## src/rtl/bls_pkg.sv

```systemverilog
package bls_pkg;

    localparam int LANE_W = 8;

    typedef enum logic [1:0] {
        ST_IDLE   = 2'd0,
        ST_FIRST  = 2'd1,
        ST_SECOND = 2'd2,
        ST_FIN    = 2'd3
    } bls_state_e;

    typedef enum logic [1:0] {
        SZ_BYTE = 2'd0,
        SZ_HALF = 2'd1,
        SZ_WORD = 2'd2,
        SZ_WIDE = 2'd3
    } bls_size_e;

    // Byte count of a size code, clamped to the number of lanes
    function automatic int size_to_bytes(input logic [1:0] code, input int lanes);
        int n;
        n = 1 << code;
        if (n > lanes) begin
            n = lanes;
        end
        return n;
    endfunction

endpackage

```

## src/rtl/bls_lane_plan.sv

```systemverilog
module bls_lane_plan
    import bls_pkg::*;
#(
    parameter int LANES = 4,
    parameter int OFF_W = 2
) (
    input  logic [OFF_W-1:0] offset,
    input  logic [1:0]       size_code,
    output logic [LANES-1:0] first_mask,
    output logic [LANES-1:0] second_mask,
    output logic             split
);
    localparam int SPAN = 2 * LANES;

    logic [SPAN-1:0] base;
    logic [SPAN-1:0] placed;
    int              nbytes;

    always_comb begin
        nbytes = size_to_bytes(size_code, LANES);
        base   = '0;
        for (int i = 0; i < LANES; i++) begin
            if (i < nbytes) begin
                base[i] = 1'b1;
            end
        end
        placed = base << offset;
    end

    assign first_mask  = placed[LANES-1:0];
    assign second_mask = placed[SPAN-1:LANES];
    assign split       = |second_mask;

endmodule

```

## src/rtl/bls_lane_rotate.sv

```systemverilog
module bls_lane_rotate
    import bls_pkg::*;
#(
    parameter int LANES    = 4,
    parameter int OFF_W    = 2,
    parameter bit ROT_LEFT = 1'b1
) (
    input  logic [OFF_W-1:0]        offset,
    input  logic [LANES*LANE_W-1:0] din,
    output logic [LANES*LANE_W-1:0] dout
);
    logic [OFF_W-1:0] src;

    if (ROT_LEFT) begin : g_left
        // output lane l takes input byte (l - offset)
        always_comb begin
            dout = '0;
            src  = '0;
            for (int l = 0; l < LANES; l++) begin
                src = OFF_W'(l) - offset;
                dout[l*LANE_W +: LANE_W] = din[src*LANE_W +: LANE_W];
            end
        end
    end else begin : g_right
        // output byte l takes input lane (l + offset)
        always_comb begin
            dout = '0;
            src  = '0;
            for (int l = 0; l < LANES; l++) begin
                src = OFF_W'(l) + offset;
                dout[l*LANE_W +: LANE_W] = din[src*LANE_W +: LANE_W];
            end
        end
    end

endmodule

```

## src/rtl/bls_read_gather.sv

```systemverilog
module bls_read_gather
    import bls_pkg::*;
#(
    parameter int LANES = 4,
    parameter int OFF_W = 2
) (
    input  logic                    clk,
    input  logic                    rst,
    input  logic                    clear,
    input  logic                    capture,
    input  logic [OFF_W-1:0]        offset,
    input  logic [LANES-1:0]        lane_mask,
    input  logic [LANES*LANE_W-1:0] lane_data,
    output logic [LANES*LANE_W-1:0] result
);
    localparam int DW = LANES * LANE_W;

    logic [DW-1:0] kept;
    logic [DW-1:0] justified;
    logic [DW-1:0] acc_q;

    always_comb begin
        kept = '0;
        for (int l = 0; l < LANES; l++) begin
            kept[l*LANE_W +: LANE_W] = lane_data[l*LANE_W +: LANE_W] & {LANE_W{lane_mask[l]}};
        end
    end

    bls_lane_rotate #(
        .LANES   (LANES),
        .OFF_W   (OFF_W),
        .ROT_LEFT(1'b0)
    ) u_rot_rd (
        .offset(offset),
        .din   (kept),
        .dout  (justified)
    );

    always_ff @(posedge clk) begin
        if (rst || clear) begin
            acc_q <= '0;
        end else if (capture) begin
            acc_q <= acc_q | justified;
        end
    end

    assign result = acc_q;

    AST_GATHER_CLEAR: assert property (@(posedge clk) disable iff (rst)
        clear |=> (acc_q == '0));

endmodule

```

## src/rtl/bytelane_cycle_splitter.sv

```systemverilog
module bytelane_cycle_splitter
    import bls_pkg::*;
#(
    parameter int ADDR_W = 32,
    parameter int DATA_W = 32
) (
    input  logic                       clk,
    input  logic                       rst,
    input  logic                       req_valid,
    input  logic [ADDR_W-1:0]          req_addr,
    input  logic [1:0]                 req_size,
    input  logic                       req_write,
    input  logic [DATA_W-1:0]          req_wdata,
    output logic                       busy,
    output logic                       done,
    output logic [DATA_W-1:0]          rd_data,
    output logic                       bus_cyc,
    output logic [ADDR_W-$clog2(DATA_W/8)-1:0] bus_addr,
    output logic [DATA_W/8-1:0]        bus_be_n,
    output logic [DATA_W-1:0]          bus_wdata,
    input  logic [DATA_W-1:0]          bus_rdata,
    input  logic                       bus_ready
);
    localparam int LANES = DATA_W / LANE_W;
    localparam int OFF_W = $clog2(LANES);
    localparam int DW_W  = ADDR_W - OFF_W;

    typedef struct packed {
        logic [DW_W-1:0]   dw;
        logic [OFF_W-1:0]  off;
        logic [LANES-1:0]  tail_mask;
        logic              split;
        logic              write;
        logic [DATA_W-1:0] lane_data;
    } hold_t;

    typedef struct packed {
        logic [DW_W-1:0]   addr;
        logic [LANES-1:0]  be_n;
        logic [DATA_W-1:0] wdata;
    } beat_t;

    function automatic logic [DATA_W-1:0] lanes_to_bits(input logic [LANES-1:0] m);
        logic [DATA_W-1:0] r;
        for (int l = 0; l < LANES; l++) begin
            r[l*LANE_W +: LANE_W] = {LANE_W{m[l]}};
        end
        return r;
    endfunction

    function automatic beat_t make_beat(input logic [DW_W-1:0] a, input logic [LANES-1:0] m,
                                        input logic wr, input logic [DATA_W-1:0] d);
        beat_t b;
        b.addr  = a;
        b.be_n  = ~m;
        b.wdata = wr ? (d & lanes_to_bits(m)) : '0;
        return b;
    endfunction

    localparam beat_t IDLE_BEAT = '{addr: '0, be_n: '1, wdata: '0};

    bls_state_e        state_q;
    hold_t             hold_q;
    beat_t             beat_q;

    logic [OFF_W-1:0]  req_off;
    logic [LANES-1:0]  m_first;
    logic [LANES-1:0]  m_second;
    logic              m_split;
    logic [DATA_W-1:0] wdata_rot;
    logic              accept;
    logic              beat_end;
    logic [DW_W-1:0]   next_dw;

    assign req_off = req_addr[OFF_W-1:0];

    bls_lane_plan #(
        .LANES(LANES),
        .OFF_W(OFF_W)
    ) u_plan (
        .offset     (req_off),
        .size_code  (req_size),
        .first_mask (m_first),
        .second_mask(m_second),
        .split      (m_split)
    );

    bls_lane_rotate #(
        .LANES   (LANES),
        .OFF_W   (OFF_W),
        .ROT_LEFT(1'b1)
    ) u_rot_wr (
        .offset(req_off),
        .din   (req_wdata),
        .dout  (wdata_rot)
    );

    assign accept   = (state_q == ST_IDLE) && req_valid;
    assign beat_end = bus_cyc && bus_ready;
    assign next_dw  = hold_q.dw + DW_W'(1);

    always_ff @(posedge clk) begin
        if (rst) begin
            state_q <= ST_IDLE;
            hold_q  <= '0;
            beat_q  <= IDLE_BEAT;
        end else begin
            unique case (state_q)
                ST_IDLE: begin
                    if (accept) begin
                        state_q          <= ST_FIRST;
                        hold_q.dw        <= req_addr[ADDR_W-1:OFF_W];
                        hold_q.off       <= req_off;
                        hold_q.tail_mask <= m_second;
                        hold_q.split     <= m_split;
                        hold_q.write     <= req_write;
                        hold_q.lane_data <= wdata_rot;
                        beat_q           <= make_beat(req_addr[ADDR_W-1:OFF_W], m_first,
                                                      req_write, wdata_rot);
                    end
                end
                ST_FIRST: begin
                    if (bus_ready) begin
                        if (hold_q.split) begin
                            state_q <= ST_SECOND;
                            beat_q  <= make_beat(next_dw, hold_q.tail_mask,
                                                 hold_q.write, hold_q.lane_data);
                        end else begin
                            state_q <= ST_FIN;
                            beat_q  <= IDLE_BEAT;
                        end
                    end
                end
                ST_SECOND: begin
                    if (bus_ready) begin
                        state_q <= ST_FIN;
                        beat_q  <= IDLE_BEAT;
                    end
                end
                ST_FIN: begin
                    state_q <= ST_IDLE;
                end
                default: state_q <= ST_IDLE;
            endcase
        end
    end

    bls_read_gather #(
        .LANES(LANES),
        .OFF_W(OFF_W)
    ) u_gather (
        .clk      (clk),
        .rst      (rst),
        .clear    (accept),
        .capture  (beat_end && !hold_q.write),
        .offset   (hold_q.off),
        .lane_mask(~beat_q.be_n),
        .lane_data(bus_rdata),
        .result   (rd_data)
    );

    assign busy      = (state_q != ST_IDLE);
    assign done      = (state_q == ST_FIN);
    assign bus_cyc   = (state_q == ST_FIRST) || (state_q == ST_SECOND);
    assign bus_addr  = beat_q.addr;
    assign bus_be_n  = beat_q.be_n;
    assign bus_wdata = beat_q.wdata;

    AST_IDLE_NO_LANES: assert property (@(posedge clk) disable iff (rst)
        !bus_cyc |-> (bus_be_n == '1));

    AST_LANES_CONTIG: assert property (@(posedge clk) disable iff (rst)
        bus_cyc |-> ($countones({1'b0, ~bus_be_n} ^ {~bus_be_n, 1'b0}) == 2));

    AST_SECOND_ADDR: assert property (@(posedge clk) disable iff (rst)
        ($past(bus_cyc && bus_ready) && bus_cyc) |-> (bus_addr == $past(bus_addr) + DW_W'(1)));

    AST_DEAD_LANES_ZERO: assert property (@(posedge clk) disable iff (rst)
        bus_cyc |-> ((bus_wdata & ~lanes_to_bits(~bus_be_n)) == '0));

    AST_HOLD_UNTIL_READY: assert property (@(posedge clk) disable iff (rst)
        (bus_cyc && !bus_ready) |=> (bus_cyc && $stable(bus_addr) && $stable(bus_be_n)
                                     && $stable(bus_wdata)));

    AST_DONE_PULSE: assert property (@(posedge clk) disable iff (rst)
        done |=> !done);

    AST_DONE_AFTER_READY: assert property (@(posedge clk) disable iff (rst)
        $rose(done) |-> $past(bus_cyc && bus_ready));

    AST_DONE_BUSY: assert property (@(posedge clk) disable iff (rst)
        done |-> (busy && !bus_cyc));

endmodule

```

## config.mk

```make
export PLATFORM = sky130hd
export DESIGN_NAME = bytelane_cycle_splitter
export DESIGN_NICKNAME = d
export VERILOG_FILES = /design/src/rtl/bls_pkg.sv /design/src/rtl/bls_lane_plan.sv /design/src/rtl/bls_lane_rotate.sv /design/src/rtl/bls_read_gather.sv /design/src/rtl/bytelane_cycle_splitter.sv
export SDC_FILE = /design/constraint.sdc
export NUM_CORES = 1
export LEC_CHECK = 0
export ABC_AREA = 1
export ABC_CLOCK_PERIOD_IN_PS = 3100
export BUFFER_PORTS_ARGS = -buffer_cell sky130_fd_sc_hd__buf_2
export CAP_MARGIN = 20
export CORE_MARGIN = 1
export CORE_UTILIZATION = 35
export DETAILED_ROUTE_END_ITERATION = 10
export PLACE_DENSITY = 0.53
export SLEW_MARGIN = 20
export SYNTH_ARGS = -nofsm -noshare
export SYNTH_HDL_FRONTEND = slang
export SYNTH_SLANG_ARGS = --single-unit
```

## constraint.sdc

```tcl
create_clock -name clk -period 3.1 [get_ports clk]
set_input_delay 0.31 -clock clk [delete_from_list [all_inputs] [get_ports clk]]
set_output_delay 0.31 -clock clk [all_outputs]
set_load 0.01 [all_outputs]
```

==> flow_summary.yaml <==
sta:
  fin_skew_ns: 0.0170
  slew_headroom_pct: 39.2
  tns_ns: 0
  fin_ws_ns: 0.821
  setup_viol: 0
  layout_min_cycle_time_ns: 2.28
  maxSlewViolCount: 0
  hold_viol_final: 0
  rsz0062_at_grt: "no"
  max_slew.worst_pin.slew_ns: 0.912
  finalCritPeriodShare_pct: 73.5
  clock.fmax_mhz: 439
global_routing:
  grt_overflow: 0
  grt_pass1_wl_mm: 43.6
  grt_pass1_vias: 8070
  grt_antenna_before_repair: 1
  grtUsageTotal_pct: 22.8
  grt_max_degree: 93
yosys:
  synth_mux_area_share_pct: 0.709
  syn_nets: 1410
  yosys.area_share.simple_pct: 26.6
  synthAdderAreaFrac_pct: 1.03
  synth_xor_area_share_pct: 0.428
  synth_cell_type_count: 35
  netlist_instances: 1300
  synth_seq_cells: 161
  ys_seq_area_share_pct: 38.0
  synth_top_family_by_area: "simple AND/OR/NAND/NOR gates"
  syn_area_per_cell_um2: 6.52
  synthesis.area_mm2: 0.00847
  yosys_warnings: 0
  synth_compound_area_share_pct: 23.8
route:
  wl_met3_mm: 2.16
  vias: 9006
  final_antenna_net_count: 0
  m1WireLength_mm: 13.5
  drt-total-wl_mm: 28.0
  wl_per_cell_um: 15.6
  route.detailed.drc: 0
  highest_layer: "met5"
  drtIter0Drc: 629
  firstDrtPassIters: 5
  routed_via_density: 5.02
  wl_met2_mm: 11.8
setup_path:
  cpMostUsedCell: "nor2_1"
  path_cells: "inv_1 > ha_1 > nor2_2 > o22ai_4 > nor2_4 > buf_4 > o21ai_0 > nor2_1 > nor2_1"
  critPathLaunchType: "flip-flop"
  critical_path_class: "flip-flop to flip-flop"
  cp_max_fo: 89
  cp.required_ns: 3.42
  crit_arrival_ns: 2.60
  critPathSlowestCell: "buf_4"
  cpPeakStageDelay_ns: 0.64
  endpoint_kind: "flip-flop"
run_status:
  status: "finished, final reports clean"
placed_design:
  pre_cts_slack_ns: 0.760
  gp_congestion: 0.921
  placed_cells: 1761
  numPortBuffers: 203
  dp.final_hpwl_mm: 20.3
  placed_cell_area_mm2: 0.00966
clocking:
  cts.reportedPaths.clkPinSlew_ns: 0.08
  cts_buffer_depth: 2
  cts_buffers: 17
  clock-root-buffer: "clkbuf_16"
  cts_hold_buf: 0
  post_cts_resized: 0
  clock_latency_ns: 0.44
  cts.sinks: 161
  htreeDepth: 4
  cts_setup_buffers: 0
  cts_tree: "done"
layout:
  fin_area_mm2: 0.0103
  areaGrowthSynthToFinish_pct: 21.9
  regArea_mm2: 0.00322
  stdcell_count: 1793
  diodes: 0
  multi_input_area_mm2: 0.00446
  fin_util_pct: 43.7
  fillCellCount: 2540
  final_nets: 1571
  drive_gt1_share_pct: 18.5
floorplan:
  die_h_um: 158
  initial_utilization_pct: 35.9
  core-area_mm2: 0.0236
  die_w_um: 158
  pin_count: 204
  die_area_mm2: 0.0248
  fp-row-count: 56
power_and_ir_drop:
  peakVddDrop_uv: 513
  powerDensity_mw_per_mm2: 843
  p_leak_nw: 4.51
job:
  max-cap-violations: 0
min_path:
  min_path_type: "input pin to flip-flop"
## power by group
part | internal, mW | switching (mW)
clock network | 1.46 | 0.974
logic | 1.08 | 2.20
registers | 2.62 | 0.365
## through the flow
| step | power, mW | hold slack, ns |
|---|---|---|
| floorplan | 5.19 | 0.379 |
| global placement | 6.29 | 0.434 |
| detailed placement | 6.31 | 0.437 |
| CTS | 8.77 | 0.0655 |
| global route | 9.35 | 0.0869 |
| finish | 8.70 | 0.0800 |
## flip-flops by register name (all words and copies together) (netlist names)
| register | flops |
|---|---|
| u_gather.result | 32 |
| state_q | 2 |
| bus_wdata | 32 |
| bus_addr | 30 |
| hold_q | 61 |
| bus_be_n | 4 |
## worst max-delay path: cells and delay by family, from the launching register on
| family | cells | cell delay, ns |
|---|---|---|
| buffers and inverters | 2 | 0.74 |
| adders and majority gates | 1 | 0.24 |
| and+or+nand+nor | 4 | 0.49 |
| DFF | 1 | 0.38 |
| AOI/OAI and AO/OA | 2 | 0.30 |
## area by class of cell
| cell class | count | share of cell area (%) |
|---|---|---|
| Multi-Input combinational cell | 945 | 43.2 |
| Sequential cell | 161 | 31.2 |
| Timing Repair Buffer | 215 | 10.8 |
| Inverter | 121 | 4.40 |
| Clock buffer | 18 | 4.16 |
| Tap cell | 319 | 3.87 |
| Clock inverter | 14 | 2.29 |
## synthesized netlist by cell type (all sizes together)
cell    instances  area, um^2
a21oi         153         769
a22oi           2        15.0
a31oi           5        31.3
buf            43         231
clkbuf         30         113
clkinv          4        15.0
dfxtp         161        3220
ha              7        87.6
inv           117         439
mux2i           6        60.1
nand2         366        1380
nand3          72         380
nand4           8        50.1
nor2          100         413
nor3            2        21.3
o211ai         27         203
o21a            1        7.51
o21ai         181         906
o22ai          11        82.6
or2             2        12.5
xnor2           2        36.3
## per-layer routing
| layer | track usage [%] | vias to the layer above |
|---|---|---|
| li1 | - | 4594 |
| met1 | 32.7 | 4026 |
| met2 | 33.7 | 349 |
| met3 | 4.57 | 35 |
| met4 | 7.40 | 2 |
| met5 | 0 | - |
## cell usage in the layout, fill, tap and decap left out, drive strengths merged, types with 4 or more instances in the layout
cell type	Yosys	routed
nor2	100	100
o21ai	181	181
buf	43	215
bufinv	0	5
inv	117	126
a21oi	153	153
clkbuf	30	18
a31oi	5	5
o211ai	27	27
dfxtp	161	161
mux2i	6	6
nand3	72	72
ha	7	7
clkinv	4	4
nand4	8	8
o22ai	11	11
nand2	366	366
## worst paths after layout
kind	start	end	slack, ns	cells after the start
worst max-delay path	state_q[1]	bus_wdata[19]	0.82	9
worst min-delay path	req_addr[7]	hold_q[45]	0.08	3
worst max register to register	state_q[1]	bus_wdata[19]	0.82	9
worst min register to register	u_gather.result[14]	u_gather.result[14]	0.45	2
## cells by family after synthesis
family / after synthesis
mux: 6
simple gates: 550
buf+inv: 194
xor+xnor: 2
flops: 161
compound gates: 380
fa+ha+maj: 7
(Power assumes the default switching activity.)
